$ cat src/rtl/rename_pkg.sv
package rename_pkg;
    localparam int unsigned ARCH_REGS_DEF = 32;
    localparam int unsigned TAG_COUNT_DEF = 64;
    localparam int unsigned FIRST_TAG_DEF = 9;
    localparam int unsigned NUM_SRC       = 2;
endpackage

$ cat src/rtl/rename_tag_alloc.sv
module rename_tag_alloc #(
    parameter int unsigned TAG_COUNT = rename_pkg::TAG_COUNT_DEF,
    parameter int unsigned FIRST_TAG = rename_pkg::FIRST_TAG_DEF,
    localparam int unsigned TW       = $clog2(TAG_COUNT)
) (
    input  logic          clk,
    input  logic          rst_n,
    input  logic          take,
    output logic [TW-1:0] cur_tag,
    output logic          exhausted
);
    typedef struct packed {
        logic [TW-1:0] ptr;
        logic          done;
    } alloc_state_t;

    localparam logic [TW-1:0] LAST_TAG  = TW'(TAG_COUNT - 1);
    localparam logic [TW-1:0] START_TAG = TW'(FIRST_TAG);

    alloc_state_t st_d, st_q;

    always_comb begin
        st_d = st_q;
        if (take && !st_q.done) begin
            if (st_q.ptr == LAST_TAG) begin
                st_d.done = 1'b1;
            end else begin
                st_d.ptr = st_q.ptr + TW'(1);
            end
        end
    end

    always_ff @(posedge clk) begin
        if (!rst_n) begin
            st_q.ptr  <= START_TAG;
            st_q.done <= 1'b0;
        end else begin
            st_q <= st_d;
        end
    end

    assign cur_tag   = st_q.ptr;
    assign exhausted = st_q.done;
endmodule

$ cat src/rtl/rename_map_store.sv
module rename_map_store #(
    parameter int unsigned ARCH_REGS = rename_pkg::ARCH_REGS_DEF,
    parameter int unsigned TAG_COUNT = rename_pkg::TAG_COUNT_DEF,
    parameter int unsigned NRD       = rename_pkg::NUM_SRC,
    localparam int unsigned AW       = $clog2(ARCH_REGS),
    localparam int unsigned TW       = $clog2(TAG_COUNT)
) (
    input  logic                    clk,
    input  logic                    rst_n,
    input  logic [NRD-1:0][AW-1:0]  rd_idx,
    output logic [NRD-1:0]          rd_vld,
    output logic [NRD-1:0][TW-1:0]  rd_tag,
    input  logic                    wr_en,
    input  logic [AW-1:0]           wr_idx,
    input  logic [TW-1:0]           wr_tag
);
    typedef struct packed {
        logic          vld;
        logic [TW-1:0] tag;
    } map_entry_t;

    typedef struct packed {
        map_entry_t [ARCH_REGS-1:0] ent;
    } map_state_t;

    map_state_t st_d, st_q;

    always_comb begin
        st_d = st_q;
        if (wr_en) begin
            st_d.ent[wr_idx].vld = 1'b1;
            st_d.ent[wr_idx].tag = wr_tag;
        end
    end

    always_ff @(posedge clk) begin
        if (!rst_n) begin
            st_q <= '0;
        end else begin
            st_q <= st_d;
        end
    end

    // Reads see the registered contents only: lookups precede this cycle's update.
    for (genvar g = 0; g < NRD; g++) begin : g_rd
        assign rd_vld[g] = st_q.ent[rd_idx[g]].vld;
        assign rd_tag[g] = st_q.ent[rd_idx[g]].tag;
    end
endmodule

$ cat src/rtl/rename_src_sel.sv
module rename_src_sel #(
    parameter int unsigned ARCH_REGS = rename_pkg::ARCH_REGS_DEF,
    parameter int unsigned TAG_COUNT = rename_pkg::TAG_COUNT_DEF,
    localparam int unsigned AW       = $clog2(ARCH_REGS),
    localparam int unsigned TW       = $clog2(TAG_COUNT)
) (
    input  logic [AW-1:0] arch_idx,
    input  logic          map_vld,
    input  logic [TW-1:0] map_tag,
    output logic [TW-1:0] src_tag,
    output logic          src_is_temp
);
    always_comb begin
        if (map_vld) begin
            src_tag     = map_tag;
            src_is_temp = 1'b1;
        end else begin
            src_tag     = TW'(arch_idx);
            src_is_temp = 1'b0;
        end
    end
endmodule

$ cat src/rtl/rename_map_top.sv
module rename_map_top #(
    parameter int unsigned ARCH_REGS = rename_pkg::ARCH_REGS_DEF,
    parameter int unsigned TAG_COUNT = rename_pkg::TAG_COUNT_DEF,
    parameter int unsigned FIRST_TAG = rename_pkg::FIRST_TAG_DEF,
    localparam int unsigned AW       = $clog2(ARCH_REGS),
    localparam int unsigned TW       = $clog2(TAG_COUNT),
    localparam int unsigned NS       = rename_pkg::NUM_SRC
) (
    input  logic          clk,
    input  logic          rst_n,
    input  logic          in_valid,
    input  logic [AW-1:0] in_src_a,
    input  logic [AW-1:0] in_src_b,
    input  logic          in_has_dst,
    input  logic [AW-1:0] in_dst,
    output logic          out_valid,
    output logic [TW-1:0] out_src_a_tag,
    output logic          out_src_a_is_temp,
    output logic [TW-1:0] out_src_b_tag,
    output logic          out_src_b_is_temp,
    output logic [TW-1:0] out_dst_tag,
    output logic          out_dst_alloc,
    output logic          stall
);
    logic [NS-1:0][AW-1:0] src_idx;
    logic [NS-1:0]         map_vld;
    logic [NS-1:0][TW-1:0] map_tag;
    logic [NS-1:0][TW-1:0] ren_tag;
    logic [NS-1:0]         ren_temp;
    logic [TW-1:0]         alloc_ptr;
    logic                  pool_empty;
    logic                  accept;
    logic                  take;

    assign src_idx[0] = in_src_a;
    assign src_idx[1] = in_src_b;

    assign accept = in_valid && !pool_empty;
    assign take   = accept && in_has_dst;

    rename_map_store #(
        .ARCH_REGS (ARCH_REGS),
        .TAG_COUNT (TAG_COUNT),
        .NRD       (NS)
    ) u_store (
        .clk    (clk),
        .rst_n  (rst_n),
        .rd_idx (src_idx),
        .rd_vld (map_vld),
        .rd_tag (map_tag),
        .wr_en  (take),
        .wr_idx (in_dst),
        .wr_tag (alloc_ptr)
    );

    rename_tag_alloc #(
        .TAG_COUNT (TAG_COUNT),
        .FIRST_TAG (FIRST_TAG)
    ) u_alloc (
        .clk       (clk),
        .rst_n     (rst_n),
        .take      (take),
        .cur_tag   (alloc_ptr),
        .exhausted (pool_empty)
    );

    for (genvar g = 0; g < NS; g++) begin : g_src
        rename_src_sel #(
            .ARCH_REGS (ARCH_REGS),
            .TAG_COUNT (TAG_COUNT)
        ) u_sel (
            .arch_idx    (src_idx[g]),
            .map_vld     (map_vld[g]),
            .map_tag     (map_tag[g]),
            .src_tag     (ren_tag[g]),
            .src_is_temp (ren_temp[g])
        );
    end

    assign out_valid         = accept;
    assign out_src_a_tag     = ren_tag[0];
    assign out_src_a_is_temp = ren_temp[0];
    assign out_src_b_tag     = ren_tag[1];
    assign out_src_b_is_temp = ren_temp[1];
    assign out_dst_tag       = alloc_ptr;
    assign out_dst_alloc     = take;
    assign stall             = pool_empty;
endmodule

$ cat config.mk
export PLATFORM = sky130hd
export DESIGN_NAME = rename_map_top
export DESIGN_NICKNAME = d
export VERILOG_FILES = /design/src/rtl/rename_pkg.sv /design/src/rtl/rename_tag_alloc.sv /design/src/rtl/rename_map_store.sv /design/src/rtl/rename_src_sel.sv /design/src/rtl/rename_map_top.sv
export SDC_FILE = /design/constraint.sdc
export NUM_CORES = 1
export LEC_CHECK = 0
export BUFFER_PORTS_ARGS = -buffer_cell sky130_fd_sc_hd__buf_2
export CAP_MARGIN = 20
export CORE_MARGIN = 3
export CORE_UTILIZATION = 47
export CTS_CLUSTER_SIZE = 10
export DETAILED_ROUTE_END_ITERATION = 12
export SLEW_MARGIN = 40
export SYNTH_ARGS = -nofsm -noshare
export SYNTH_HDL_FRONTEND = slang
export SYNTH_SLANG_ARGS = --single-unit
export TNS_END_PERCENT = 50
$ cat constraint.sdc
create_clock -name clk -period 3.5 [get_ports clk]
set_input_delay 0.35 -clock clk [delete_from_list [all_inputs] [get_ports clk]]
set_output_delay 0.35 -clock clk [all_outputs]
set_load 0.005 [all_outputs]
Yosys cells after proc, flatten, opt, wreduce, memory -nomap -nowiden:

Index checks and enable logic that the tools add are counted.
W data, S select, Z words.

* bits in registers: 231
* bits of input ports: 19
* output and inout bits: 23
* logic and storage cells: 94

* $add $sub $neg: 1
* order comparisons: 4
* equality and inequality tests: 1
* multiplexer cells: 14
* bitwise gates (word level): 1
* reductions and logical operators: 7

Operators by type and width (count)
* $bwmux W224: 2
* $bmux W7 S5: 2
* $demux W7 S5: 2
* $mux W7: 3
* $lt A5 B6 Y1 const B: 3
* $mux W6: 3
* $add A6 B1 Y6 const B: 1
* $eq A6 B6 Y1 const B: 1
* $ge A5 B1 Y1 const B: 1
* $logic_and A1 B1 Y1: 4
* $reduce_and A2 Y1: 2
* $mux W1: 2
* $logic_not A1 Y1: 1
* $not A1 Y1: 1

Logic depth before layout (Yosys ltp):

* word-level depth: 6
* mapped depth: 9

By module:

From an unflattened synthesis, not the netlist that was laid out.

* cell total of the unflattened synthesis: 1253
* area, all modules: 12887.4 um^2

Modules (own cells, without submodules)
* rename_map_store: instances 1, cells an instance 1200, area each 12385.6 um^2, seq. area each 4484.3 um^2
* rename_tag_alloc: instances 1, cells an instance 37, area each 344.1 um^2, seq. area each 140.1 um^2
* rename_src_sel: instances 2, cells an instance 7, area each 71.3 um^2, seq. area each 0.0 um^2
* rename_map_top: instances 1, cells an instance 2, area each 15.0 um^2, seq. area each 0.0 um^2

Worst setup path before layout:

No wires, ideal clock.

* path type: input -> output
* from: in in_src_b[0]
* to: out out_src_b_tag[1]
* data arrival time: 1.808 ns
* data required time: 3.150 ns
* setup slack: 1.342 ns
* stages on the path: 7
* path through: buf_6 -> buf_12 -> buf_6 -> mux4_2 -> a211o_1 -> a31oi_1 -> mux2i_1

* cells in the longest elaborated chain, start to end: 3

RTL lines
* from (decl): line rename_map_top.sv:13 `input logic [AW-1:0] in_src_b,`
* $bmux W7 S5: line rename_map_store.sv:46, rename_map_store.sv:47
* $mux W7 (not written as such): line rename_map_store.sv:46 `assign rd_vld[g] = st_q.ent[rd_idx[g]].vld;`
* $mux W6: line rename_src_sel.sv:14 `if (map_vld) begin`
* to (decl): line rename_map_top.sv:19 `output logic [TW-1:0] out_src_b_tag,`

Every way passes these cells. The select of a mux whose other input is x is not followed.

Worst setup path after layout:

* from: in in_src_b[0]
* to: out out_src_b_tag[2]

Same word-level chain as after synthesis.

==> results.tsv <==
stage	metric	value	unit
power_and_ir_drop	Clk pwr share	0.451	
place	Placer Congestion	0.962	
floorplan	Die H	172	um
power_and_ir_drop	power per cell area	412	mW/mm^2
floorplan	Die X	172	um
sta	Max Clock Freq	335	MHz
cts	CTS Buffer Depth	3	
worst_setup_path	crit-path max cell delay	550	ps
power_and_ir_drop	Flop pwr share	0.456	
cts	H-tree levels	1	
hold_path	Worst Hold Class	in -> reg	
power_and_ir_drop	switching fraction of total power	0.247	
worst_setup_path	worst-path fanout max	32	
worst_setup_path	R2R cell count	5	
floorplan	Starting Density	0.479	
floorplan	DIE AREA	0.0295	sq mm
sta	fin crit period	2990	ps
synthesis	synthesized cell area	0.0129	sq mm
routing	post-route ant nets	0	
sta	max-slew violation count	0	
cts	CTS Buf Count	28	
cts	Worst-path clk slew	60	ps
hold_path	Hold Path Origin	in_has_dst	
cts	CTS Sinks	231	
cts	Resized cells post-CTS	0	
synthesis	Syn Inst Count	1292	
worst_setup_path	WP data required	3150	ps
run_status	status	finished, final reports clean	
floorplan	FP Rows	60	
worst_setup_path	Startpoint Class	input pin	
power_and_ir_drop	Comb power frac	0.092	
hold_path	Worst Hold Endpoint	u_alloc.exhausted	
power_and_ir_drop	Tot Pwr	0.00581	W
sta	Worst Skew	19.1	ps
routing	drt initial violations	1043	
worst_setup_path	r2r endpoint	u_store.st_q[114]	
synthesis	Synth Flop Type	dfxtp_1	
synthesis	ys async rst share	0	
worst_setup_path	worst setup path class	in -> out	
synthesis	EDFF count, synth	0	
cts	worst-skew pair later-pin latency	540	ps
layout	Fillers	2475	
routing	via/cell ratio	6.33	
sta	Final Hold Vio Count	0	
global_routing	initial antenna violation count	0	
routing	vias	10333	
routing	DRC Markers	0	
global_routing	largest net degree at the start of global routing	108	
place	DP HPWL	27200	um
sta	Slew HR	0.449	
cts	TritonCTS clock tree	done	
worst_setup_path	R2R Path Start	u_alloc.exhausted	
worst_setup_path	CP endpoint kind	output port	
hold_path	Hold Crit Depth	4	
power_and_ir_drop	Leak	4.86	nW
sta	# setup viols final	0	
sta	final setup TNS	0	ps
worst_setup_path	CP max-delay cell	mux4_2	
place	Port Buffers	41	
cts	post-CTS setup buffers	0	
power_and_ir_drop	internal power	0.00437	W
global_routing	vias in the first global route	9814	
synthesis	sequential element share of the synthesized area	0.358	
routing	post-DR wirelength/cell	24.7	um
worst_setup_path	critical-path cell list	buf_4, buf_12, mux4_2, a22oi_1, a31oi_1, a31oi_1, mux2i_1, buf_2	
global_routing	first-pass GRT wire length	61500	um
worst_setup_path	Crit path top cell by count	a31oi_1	
power_and_ir_drop	peak supply drop	0.331	mV
floorplan	# IOs	42	
global_routing	GRT Resource Usage Total	0.272	
sta	period utilization	0.854	
sta	RSZ-0062 raised after global routing	no	
layout	Nets	1303	
routing	1st-pass router iterations	6	
synthesis	Ys Warns	0	
sta	worst slew pin tran	825	ps
cts	CTS Hold Bufs	0	
global_routing	grt total ovfl	0	
synthesis	#FFs+latches synth	231	
worst_setup_path	critical path arrival	2640	ps
layout	fraction of layout cells with a size suffix above 1	0.170	
floorplan	core area	0.0270	sq mm
power_and_ir_drop	sw power	0.00143	W
job	max cap viols	0	
layout	Synth-to-Final Area Change	9.13	%
synthesis	post-synth cell types	61	
synthesis	Post-Syn Nets	1312	
routing	DRT Wirelength	40300	um
cts	CTS root buf	clkbuf_16	
synthesis	mean post-synth cell area	10.0	sq um
worst_setup_path	R2R Setup Slk	1190	ps
-- cells in the mapped netlist (4+ instances only) --
cell,number,share of area
or3_1,6,0.0029
mux4_2,78,0.14
nor2b_1,76,0.037
nand2b_1,10,0.0048
nand3_1,88,0.034
a21boi_0,131,0.076
dfxtp_1,231,0.36
o21a_1,18,0.010
a21oi_1,5,0.0019
buf_2,15,0.0058
nor2_2,5,0.0024
nor2_1,18,0.0052
mux4_1,17,0.035
o21ai_1,4,0.0015
nand2_1,167,0.049
clkbuf_1,81,0.024
o21ai_0,55,0.021
a221oi_1,7,0.0047
a211o_1,4,0.0027
a31oi_1,20,0.0097
buf_6,9,0.0078
nand4_1,4,0.0019
a22oi_1,14,0.0081
buf_4,7,0.0041
a32o_1,7,0.0054
nor3b_1,8,0.0046
nor3_1,4,0.0015
mux2i_1,118,0.091
a21boi_1,13,0.0076
inv_1,25,0.0073
-- sequential cells by signal (all words and copies together) (netlist names) --
register and cells:
u_alloc.cur_tag 6, u_alloc.exhausted 1, u_store.st_q 224
-- cell usage in the layout, fill, tap and decap left out, drive strengths merged, types with 22 or more instances in the layout --
cell	count
a21boi	145
a31oi	22
nand2	167
nor2b	76
mux4	96
nor2	25
dfxtp	231
mux2i	118
nand3	88
clkbuf	36
buf	82
inv	26
o21ai	59
-- worst max-delay path, delay by kind of cell --
kind                   cells  cell delay (ps)
muxes                      2              740
AOI/OAI and AO/OA          3              730
buffers and inverters      3              760
-- layer usage --
| layer | part of all wire | vias to the layer above | track usage | wire, um |
|---|---|---|---|---|
| met2 | 0.46 | 435 | 0.430 | 18400 |
| met1 | 0.43 | 5101 | 0.387 | 17400 |
| met4 | 0.040 | 0 | 0.0955 | 1610 |
| met3 | 0.072 | 101 | 0.0345 | 2900 |
| met5 | 0 | - | 0 | 0 |
| li1 | - | 4696 | - | - |
-- power by group through the flow --
stage               clock network [W]  registers, W  logic [W]
floorplan                           0       0.00270   0.000366
finish                        0.00262       0.00265   0.000535
CTS                           0.00265       0.00265   0.000528
global route                  0.00275       0.00265   0.000565
detailed placement                  0       0.00271   0.000527
global placement                    0       0.00271   0.000526
-- area by class of cell --
class	count	area [sq um]	area share
Clock inverter	2	13.8	0.000976
Timing Repair Buffer	82	596	0.0422
Inverter	28	105	0.00745
Clock buffer	36	782	0.0555
Antenna cell	1	2.50	0.000177
Multi-Input combinational cell	912	7550	0.535
Tap cell	341	427	0.0303
Sequential cell	231	4620	0.328
-- through the flow --
| step | area [sq um] | instances | hold WS (ps) | worst slack, ps | util |
|---|---|---|---|---|---|
| 3_3_place_gp | 13300 | 1594 | 457 | 535 | 0.494 |
| 4_1_cts | 14100 | 1632 | 268 | 570 | 0.523 |
| 3_5_place_dp | 13300 | 1594 | 464 | 586 | 0.494 |
| 2_1_floorplan | 12900 | 1292 | 440 | 1340 | - |
| 5_1_grt | 14100 | 1632 | 303 | 491 | 0.523 |
| 6_report | 14100 | 1633 | 273 | 512 | 0.523 |
-- cells by family after synthesis --
group	share of synthesized area
AO/OA/AOI/OAI	0.159
XOR/XNOR	0.00203
adder cells (fa/ha/maj)	0.000968
buffers and inverters	0.0584
flip-flops	0.358
multiplexers	0.265
AND/OR/NAND/NOR	0.156
-- how the worst max path moves through the flow --
stage / startpoint / endpoint / depth (start not counted)
finish: in_src_b[0] / out_src_b_tag[2] / 8
floorplan: in_src_b[0] / out_src_b_tag[1] / 7
detailed placement: in_src_b[0] / out_src_b_tag[2] / 8
global route: in_src_b[0] / out_src_b_tag[2] / 8
CTS: in_src_b[0] / out_src_b_tag[2] / 8
global placement: in_src_b[0] / out_src_b_tag[2] / 8
Note: power is estimated with default switching activity, not from simulation.
